`config.mk`:
```
export PLATFORM = sky130hd
export DESIGN_NAME = tribus_datapath
export DESIGN_NICKNAME = d
export VERILOG_FILES = /design/src/rtl/tribus_pkg.sv /design/src/rtl/tribus_alu.sv /design/src/rtl/tribus_regfile.sv /design/src/rtl/tribus_mem.sv /design/src/rtl/tribus_datapath.sv
export SDC_FILE = /design/constraint.sdc
export NUM_CORES = 1
export LEC_CHECK = 0
export BUFFER_PORTS_ARGS = -buffer_cell sky130_fd_sc_hd__buf_2
export CORE_MARGIN = 4
export CORE_UTILIZATION = 60
export DETAILED_ROUTE_END_ITERATION = 16
export GPL_ROUTABILITY_DRIVEN = 0
export PLACE_DENSITY = 0.77
export SYNTH_ARGS = -nofsm -noshare
export SYNTH_HDL_FRONTEND = slang
export SYNTH_SLANG_ARGS = --single-unit
```
`constraint.sdc`:
```
create_clock -name clk -period 5.55 [get_ports clk]
set_input_delay 1.11 -clock clk [delete_from_list [all_inputs] [get_ports clk]]
set_output_delay 1.11 -clock clk [all_outputs]
set_load 0.1 [all_outputs]
```
`src/rtl/tribus_pkg.sv`:
```
package tribus_pkg;

  // ALU operation codes carried on the op field of a control word
  localparam logic [2:0] OP_ADD  = 3'b000;
  localparam logic [2:0] OP_SUB  = 3'b001;
  localparam logic [2:0] OP_AND  = 3'b010;
  localparam logic [2:0] OP_OR   = 3'b011;
  localparam logic [2:0] OP_XOR  = 3'b100;
  localparam logic [2:0] OP_PASA = 3'b101;
  localparam logic [2:0] OP_IMM  = 3'b110;
  localparam logic [2:0] OP_ZERO = 3'b111;

  typedef enum logic [0:0] {
    ST_IDLE = 1'b0,
    ST_EXEC = 1'b1
  } dp_state_e;

endpackage

```
`src/rtl/tribus_alu.sv`:
```
module tribus_alu
  import tribus_pkg::*;
#(
  parameter int DW = 16
) (
  input  logic [2:0]    op,
  input  logic [DW-1:0] a,
  input  logic [DW-1:0] b,
  input  logic [DW-1:0] imm,
  output logic [DW-1:0] y
);

  always_comb begin
    case (op)
      OP_ADD:  y = a + b;
      OP_SUB:  y = a - b;
      OP_AND:  y = a & b;
      OP_OR:   y = a | b;
      OP_XOR:  y = a ^ b;
      OP_PASA: y = a;
      OP_IMM:  y = imm;
      default: y = '0;
    endcase
  end

endmodule

```
`src/rtl/tribus_regfile.sv`:
```
module tribus_regfile #(
  parameter  int DW   = 16,
  parameter  int NREG = 4,
  localparam int RW   = $clog2(NREG)
) (
  input  logic          clk,
  input  logic          rst_n,
  input  logic [RW-1:0] sel_a,
  input  logic [RW-1:0] sel_b,
  output logic [DW-1:0] rd_a,
  output logic [DW-1:0] rd_b,
  input  logic          we,
  input  logic [RW-1:0] wsel,
  input  logic [DW-1:0] wdata
);

  logic [DW-1:0] q [NREG];

  for (genvar g = 0; g < NREG; g++) begin : g_reg
    always_ff @(posedge clk or negedge rst_n) begin
      if (!rst_n) begin
        q[g] <= '0;
      end else if (we && (wsel == RW'(g))) begin
        q[g] <= wdata;
      end
    end
  end

  // Two independent read ports: A and B may name the same register
  assign rd_a = q[sel_a];
  assign rd_b = q[sel_b];

endmodule

```
`src/rtl/tribus_mem.sv`:
```
module tribus_mem #(
  parameter  int DW    = 16,
  parameter  int WORDS = 32,
  localparam int AW    = $clog2(WORDS)
) (
  input  logic          clk,
  input  logic          rst_n,
  input  logic [AW-1:0] addr,
  output logic [DW-1:0] rdata,
  input  logic          we,
  input  logic [DW-1:0] wdata
);

  logic [DW-1:0] word [WORDS];

  for (genvar g = 0; g < WORDS; g++) begin : g_word
    always_ff @(posedge clk or negedge rst_n) begin
      if (!rst_n) begin
        word[g] <= '0;
      end else if (we && (addr == AW'(g))) begin
        word[g] <= wdata;
      end
    end
  end

  assign rdata = word[addr];

endmodule

```
`src/rtl/tribus_datapath.sv`:
```
module tribus_datapath
  import tribus_pkg::*;
#(
  parameter  int DW        = 16,
  parameter  int NREG      = 4,
  parameter  int MEM_WORDS = 32,
  parameter  int MEM_LAT   = 3,
  localparam int RW        = $clog2(NREG),
  localparam int AW        = $clog2(MEM_WORDS),
  localparam int LW        = $clog2(MEM_LAT + 1) + 1
) (
  input  logic          clk,
  input  logic          rst_n,
  input  logic          cw_valid,
  output logic          cw_ready,
  input  logic [RW-1:0] cw_a_sel,
  input  logic [RW-1:0] cw_b_sel,
  input  logic [2:0]    cw_op,
  input  logic [DW-1:0] cw_imm,
  input  logic [RW-1:0] cw_c_sel,
  input  logic [AW-1:0] cw_addr,
  input  logic          cw_mem_wr,
  input  logic          cw_c_en,
  input  logic          cw_m_en,
  output logic          busy,
  output logic          done,
  output logic [DW-1:0] res_data
);

  dp_state_e     state;
  logic [LW-1:0] wait_cnt;

  // Control word held for the duration of the cycle
  logic [RW-1:0] l_a, l_b, l_c;
  logic [2:0]    l_op;
  logic [DW-1:0] l_imm;
  logic [AW-1:0] l_addr;
  logic          l_wr, l_cen, l_men;

  logic          accept, commit;
  logic [DW-1:0] a_bus, b_bus, alu_y, mem_q, c_value;
  logic          rf_we, mem_we;

  assign cw_ready = (state == ST_IDLE);
  assign busy     = (state == ST_EXEC);
  assign accept   = cw_valid && cw_ready;
  assign commit   = busy && (wait_cnt == '0);

  always_ff @(posedge clk or negedge rst_n) begin
    if (!rst_n) begin
      state    <= ST_IDLE;
      wait_cnt <= '0;
      l_a      <= '0;
      l_b      <= '0;
      l_c      <= '0;
      l_op     <= '0;
      l_imm    <= '0;
      l_addr   <= '0;
      l_wr     <= 1'b0;
      l_cen    <= 1'b0;
      l_men    <= 1'b0;
    end else if (accept) begin
      state    <= ST_EXEC;
      wait_cnt <= cw_m_en ? LW'(MEM_LAT) : '0;
      l_a      <= cw_a_sel;
      l_b      <= cw_b_sel;
      l_c      <= cw_c_sel;
      l_op     <= cw_op;
      l_imm    <= cw_imm;
      l_addr   <= cw_addr;
      l_wr     <= cw_mem_wr;
      l_cen    <= cw_c_en;
      l_men    <= cw_m_en;
    end else if (commit) begin
      state <= ST_IDLE;
    end else if (busy) begin
      wait_cnt <= wait_cnt - 1'b1;
    end
  end

  // Step 1: registers onto A and B buses
  tribus_regfile #(.DW(DW), .NREG(NREG)) u_rf (
    .clk   (clk),
    .rst_n (rst_n),
    .sel_a (l_a),
    .sel_b (l_b),
    .rd_a  (a_bus),
    .rd_b  (b_bus),
    .we    (rf_we),
    .wsel  (l_c),
    .wdata (c_value)
  );

  // Step 2: ALU produces the C value
  tribus_alu #(.DW(DW)) u_alu (
    .op  (l_op),
    .a   (a_bus),
    .b   (b_bus),
    .imm (l_imm),
    .y   (alu_y)
  );

  tribus_mem #(.DW(DW), .WORDS(MEM_WORDS)) u_mem (
    .clk   (clk),
    .rst_n (rst_n),
    .addr  (l_addr),
    .rdata (mem_q),
    .we    (mem_we),
    .wdata (alu_y)
  );

  // Step 3: route C through whichever buses are closed
  assign c_value = (l_men && !l_wr) ? mem_q : alu_y;
  assign rf_we   = commit && l_cen && !(l_men && l_wr);
  assign mem_we  = commit && l_cen && l_men && l_wr;

  always_ff @(posedge clk or negedge rst_n) begin
    if (!rst_n) begin
      done     <= 1'b0;
      res_data <= '0;
    end else begin
      done <= commit;
      if (commit) begin
        res_data <= c_value;
      end
    end
  end

endmodule

```
Word level (Yosys, flattened, before mapping)
Cells that the tools add are included.
{"block": "word_totals", "register_bits": 630, "latchBits": 0, "ramBits": 0, "mem_bits_ro": 0, "input_bits": 36, "word_cells": 173, "memories": 0}
{"block": "classes", "addsub": 3, "n_mul": 0, "n_div": 0, "magnitude_cmp": 3, "n_eq_ne": 41, "n_shift": 0, "n_mux": 17, "bitwise": 7, "reduce_logical": 53}
{"operator": "16-bit 2-to-1 mux", "n": 7}
{"operator": "16-bit case mux with 7 select lines", "n": 1}
{"operator": "16-bit binary-select mux with 5-bit select", "n": 1}
{"operator": "5-bit equality test (second input constant)", "n": 16}
{"operator": "16-bit binary-select mux with 2-bit select", "n": 2}
{"operator": "1-bit logical AND", "n": 44}
{"operator": "5-bit by 4-bit equality test with 1-bit output (second input constant)", "n": 8}
{"operator": "5-bit by 3-bit equality test with 1-bit output (second input constant)", "n": 4}
{"operator": "16-bit adder", "n": 1}
{"operator": "16-bit AND", "n": 1}
{"operator": "16-bit OR", "n": 1}
{"operator": "16-bit subtractor", "n": 1}
{"operator": "16-bit bitwise XOR", "n": 1}
{"operator": "5-bit by 2-bit equality test with 1-bit output (second input constant)", "n": 2}
{"operator": "3-bit equality test (second input constant)", "n": 3}
{"operator": "3-bit 2-to-1 mux", "n": 3}
{"operator": "3-bit by 2-bit equality test with 1-bit output (second input constant)", "n": 2}
{"operator": "3-bit greater-or-equal comparator (second input constant)", "n": 2}
{"operator": "6-bit greater-or-equal comparator (second input constant)", "n": 1}
{"operator": "3-bit logical NOT", "n": 2}
{"operator": "2-bit inverter with 3-bit output", "n": 2}
{"operator": "5-bit inverter with 6-bit output", "n": 1}
{"operator": "5-bit by 1-bit equality test with 1-bit output (second input constant)", "n": 1}
{"operator": "5-bit logical NOT", "n": 1}
{"operator": "12 further kinds", "n": 16}

Logic depth before layout (Yosys ltp)
{"block": "logic_depth", "ltp_word": 7, "depth_mapped": 19, "depth_no_buf": 16}

Cells and area by module
From an unflattened synthesis, not the netlist that was laid out.
{"block": "unflattened", "hier_cells": 2232, "hier_area_um2": 31353.8}
{"mod": "tribus_mem", "instances": 1, "cells_each": 1561, "area_per_inst_um2": 23408.7}
{"mod": "tribus_regfile", "instances": 1, "cells_each": 176, "area_per_inst_um2": 3174.3}
{"mod": "tribus_alu", "instances": 1, "cells_each": 343, "area_per_inst_um2": 2398.6}
{"mod": "tribus_datapath", "instances": 1, "cells_each": 152, "area_per_inst_um2": 2372.3}

Worst setup path before layout
No wires, ideal clock.
{"block": "synth_path", "kind": "flip-flop to flip-flop", "from": "register l_b[0]", "to": "register u_rf.q[14] in the netlist's numbering", "arrival_time_ps": 4376, "required_time_ps": 5409, "setup_slack_ps": 1032, "path_stages_with_launch": 19, "path_cell_list": "dfrtp_1 buf_6 buf_2 mux4_2 inv_1 ha_1 and2_1 nor2_1 xnor2_1 ha_1 a21o_1 a21oi_1 a21oi_1 o31ai_1 a21oi_1 mux2i_1 a221oi_1 clkbuf_1 a31oi_1"}
{"block": "synth_via", "elab_chain_cells": 7, "word_cells_on_any_way": 11, "classes_between": "add/sub (2); mux (5); bitwise (4)"}
{"element": "start: declaration", "line": "tribus_datapath.sv:34", "text": "logic [RW-1:0] l_a, l_b, l_c;"}
{"element": "start signal: assignment", "line": "tribus_datapath.sv:66", "text": "l_b <= cw_b_sel;"}
{"element": "2-bit inverter with 3-bit output (implied by the code) (*)", "line": "tribus_regfile.sv:31", "text": "assign rd_b = q[sel_b];"}
{"element": "16-bit binary-select mux with 2-bit select (*)", "line": "tribus_regfile.sv:31"}
{"element": "16-bit 2-to-1 mux (implied by the code) (*) (2 in series)", "line": "tribus_regfile.sv:31"}
{"element": "16-bit subtractor, or another cell as far along", "line": "tribus_alu.sv:16", "text": "OP_SUB: y = a - b;"}
{"element": "16-bit case mux with 7 select lines (*)", "line": "tribus_alu.sv:14", "text": "case (op)"}
{"element": "16-bit 2-to-1 mux (*)", "line": "tribus_datapath.sv:113", "text": "assign c_value = (l_men && !l_wr) ? mem_q : alu_y;"}
{"element": "end signal: indexed assignment", "line": "tribus_regfile.sv:24", "text": "q[g] <= wdata;"}
{"element": "end: declaration", "line": "tribus_regfile.sv:17", "text": "logic [DW-1:0] q [NREG];"}
Every way passes the cells marked *; elsewhere a longest branch is shown, timed or not. The select of a mux whose other input is x is not followed.
A chain may end at the register's enable or synchronous reset.

Final worst setup path
{"block": "layout_path", "from": "register l_b[0]", "to": "register u_mem.word[319] in the netlist's numbering"}
{"block": "layout_via", "elab_chain_cells": 6, "word_cells_on_any_way": 10, "classes_between": "add/sub (2); mux (4); bitwise (4)"}
{"element": "2-bit inverter with 3-bit output (implied by the code) (*)", "line": "tribus_regfile.sv:31"}
{"element": "16-bit binary-select mux with 2-bit select (*)", "line": "tribus_regfile.sv:31"}
{"element": "16-bit 2-to-1 mux (implied by the code) (*) (2 in series)", "line": "tribus_regfile.sv:31"}
{"element": "16-bit subtractor, or another cell as far along", "line": "tribus_alu.sv:16"}
{"element": "16-bit case mux with 7 select lines (*)", "line": "tribus_alu.sv:14"}
{"element": "end signal: indexed assignment", "line": "tribus_mem.sv:21", "text": "word[g] <= wdata;"}
{"element": "end: declaration", "line": "tribus_mem.sv:14", "text": "logic [DW-1:0] word [WORDS];"}
Marks and branches as above.

==> flow_metrics.py <==
metrics = {
    "timing": {
        "final_hold_viol_count": 0,
        "max_freq_ghz": 0.194,
        "layout_setup_ws_ns": 0.397,
        "min_period_ns": 5.15,
        "finClkSkew_ns": 0.0481,
        "rsz0062_at_grt": "no",
        "period_share_pct": 92.8,
        "fin_tns_setup_ns": 0,
        "max_slew.worst_pin.slew_ns": 1.31,
        "setup-violations-final": 0,
        "slew_headroom_pct": 12.4,
        "drv_slew": 0,
    },
    "worst_setup_path": {
        "r2r_cells": 15,
        "worstSetupPathType": "reg2reg",
        "cp-endpoint": "u_mem.word[319]",
        "r2r-end": "u_mem.word[319]",
        "worstSetupEndpointType": "register",
        "critPathMaxFanout": 37,
        "cp-startpoint": "l_b[0]",
        "crit_required_ns": 6.03,
        "rrSetupSlack_ns": 0.40,
        "worst_setup_path_start_kind": "register",
        "worstPathArrival_ns": 5.63,
        "worstReg2RegStart": "l_b[0]",
    },
    "floorplanning": {
        "io_pins": 55,
        "start_util_pct": 61.0,
        "die_w_um": 231,
        "dieArea_mm2": 0.0536,
        "num_rows": 81,
        "core_mm2": 0.0492,
        "dieHeight_um": 231,
    },
    "clock_network": {
        "root_buffer": "clkbuf_16",
        "tritoncts": "yes",
        "ctsHoldBuffers": 0,
        "htreeDepth": 2,
        "cts_buffer_depth": 3,
        "worstSkewPairLatency_ns": 0.65,
        "cts_sinks": 630,
        "clkTransAtPathRegs_ns": 0.06,
        "cts-buffers-inserted": 61,
        "cts_setup_buffers": 0,
        "cts_resized": 0,
    },
    "drt": {
        "viasPerCell": 6.39,
        "via_count": 22100,
        "routed_wl_um": 78500,
        "wl_per_cell_um": 22.7,
        "drt_iter0_markers": 2595,
        "drtPass1Iterations": 8,
        "antenna_left": 0,
        "drc": 0,
    },
    "synth": {
        "synthDistinctLibCells": 52,
        "synth_area_leaders": "dfrtp_1, mux4_2, nand2_1",
        "ys_ff_latch": 630,
        "synthFlopType": "dfrtp_1",
        "synth.largest_area_cell": "dfrtp_1",
        "synth_top_area_share_pct": 52.6,
        "synthCells": 2785,
        "ys_async_sr_fraction_pct": 100,
        "ys_seq_area_share_pct": 52.6,
        "synth_area_mm2": 0.0300,
        "yosysWarnings": 0,
        "synth_edf_count": 0,
        "synth_nets": 2872,
        "syn-mean-instance-area_um2": 10.8,
    },
    "grt": {
        "antenna_found_initial": 1,
        "overflow": 0,
        "track_usage_pct": 29.9,
        "grt_max_degree": 141,
        "grt_pass1_wl_um": 125000,
        "grt_pass1_vias": 22400,
    },
    "finish": {
        "stdcell_area_mm2": 0.0328,
        "num_antenna_cells": 0,
        "synthToLayoutAreaGrowth_pct": 9.37,
        "post-route-util_pct": 66.7,
        "fin_nets": 2833,
        "drive_above_1_share_pct": 17.3,
        "fill_cells": 3616,
        "fin_cells": 3460,
    },
    "power": {
        "p_leak_uw": 0.0147,
        "clock_power_share_pct": 20.3,
        "power.switching_uw": 9180,
        "power_frac_comb_pct": 49.3,
        "p_int_uw": 11000,
        "swShare_pct": 45.4,
        "pwr-share-seq_pct": 30.4,
        "peakVddDrop_mv": 0.655,
        "power.density_mw_per_mm2": 617,
    },
    "worst_hold_path": {
        "hold_path.class": "reg2reg",
        "min_from": "u_mem.word[355]",
    },
    "placement": {
        "post-dp-hpwl_um": 50300,
        "placedCellCount": 3347,
        "numPortBuffers": 54,
        "place_ws_ns": 0.493,
        "dpl_cell_area_mm2": 0.0308,
    },
    "status": {
        "status": "completed",
    },
    "flow_run": {
        "cap_violations": 0,
    },
}
## cell usage after synthesis, types with 3 or more instances
cell,number
nand4_1,3
a22o_1,3
or2_2,5
ha_1,50
buf_1,27
and3_1,4
buf_2,3
dfrtp_1,630
nor3_1,14
and2_1,4
a211oi_1,4
inv_1,42
nand2b_1,10
buf_6,4
nand3_1,17
o221ai_1,10
a221oi_1,3
a21oi_1,103
nor2_1,123
mux2_2,71
mux2i_1,34
or3_1,9
mux4_2,192
nand2_1,708
nor2b_1,9
o21ai_0,451
xnor2_1,18
a31oi_1,22
o21a_1,6
o31ai_1,4
clkbuf_1,176
## worst max-delay path, cell delays in order, from the launching register on
cell     delay, ns
dfrtp_1       0.74
mux4_2        0.68
nor4_2        0.34
nand2_1       0.14
or3_4         0.41
o21ai_0       0.25
xnor2_1       0.18
ha_1          0.29
and2_1        0.20
a221o_1       0.33
a31oi_1       0.30
o21ai_0       0.19
xnor3_1       0.24
a21oi_4       0.15
buf_4         0.36
a21oi_1       0.15
## per-layer routing
metal  global-route usage [%]  up-vias  part of all wire, %
met5                        0        -                0.017
met4                     13.7        2                  4.9
met3                     5.13      258                  7.7
met2                     48.4     1072                   49
met1                     40.3    11100                   39
li1                         -     9637                    -
## power by group through the flow
stage               clock network (µW)  registers [µW]  logic [µW]
finish                            4100            6150        9970
global route                      4350            6240       10700
CTS                               4150            6130        9780
detailed placement                   0            6200        9720
global placement                     0            6140        9400
floorplan                            0            6090        6910
## placed cells by master, fill, tap and decap left out, types with 3 or more instances in the layout
master,n
a211oi_1,4
a21oi_1,102
a22o_1,3
a31oi_1,21
and2_1,4
and3_1,4
buf_12,4
buf_2,53
buf_4,50
clkbuf_1,24
clkbuf_16,61
clkbuf_8,14
clkinv_2,8
dfrtp_1,626
ha_1,50
inv_1,42
mux2_2,71
mux2i_1,34
mux4_2,192
nand2_1,708
nand2b_1,10
nand3_1,17
nand4_1,3
nor2_1,123
nor2b_1,8
nor3_1,14
o21a_1,6
o21ai_0,448
o21ai_2,3
o221ai_1,10
o31ai_1,3
or2_2,5
or3_1,9
xnor2_1,18
## cells by family (layout without fill, tap and decap cells)
group | count (synthesis) | in the layout | share of synthesized area (%)
buffers and inverters | 253 | 264 | 3.28
AND/OR/NAND/NOR | 912 | 912 | 12.0
multiplexers | 297 | 297 | 18.2
AO/OA/AOI/OAI | 622 | 622 | 11.1
flip-flops | 630 | 630 | 52.6
adder cells (fa/ha/maj) | 51 | 51 | 2.15
XOR/XNOR | 20 | 20 | 0.630
## per-stage QoR
step / hold slack [ns] / total power [µW]
after floorplan: 0.441 / 13000
after global placement: 0.455 / 15500
after detailed placement: 0.461 / 15900
after CTS: 0.476 / 20100
after global routing: 0.488 / 21300
final: 0.475 / 20200
## cell type report
type                    count  area, µm²  share of cell area, %
clock buffers              99       1810                   5.52
flip-flops and latches    630      15800                   48.1
inverters                  43        161                  0.492
clock inverters            14        184                  0.561
multi-input cells        1902      13300                   40.5
repair buffers            108        736                   2.24
well taps                 664        831                   2.53
## flip-flops by register name (all words and copies together) (netlist names)
register / count
l_wr: 1
wait_cnt: 3
res_data: 16
l_op: 3
done: 1
l_cen: 1
l_c: 2
busy: 1
l_addr: 5
l_men: 1
l_imm: 16
u_mem.word: 512
l_a: 2
l_b: 2
u_rf.q: 64
## worst min path at each step
stage	to	cells after the start
2_1_floorplan	u_mem.word[148]	2
3_3_place_gp	u_mem.word[294]	2
3_5_place_dp	u_mem.word[150]	2
4_1_cts	u_mem.word[150]	2
5_1_grt	u_mem.word[217]	2
6_report	u_mem.word[355]	2
Power figures use the tool's default switching activity.
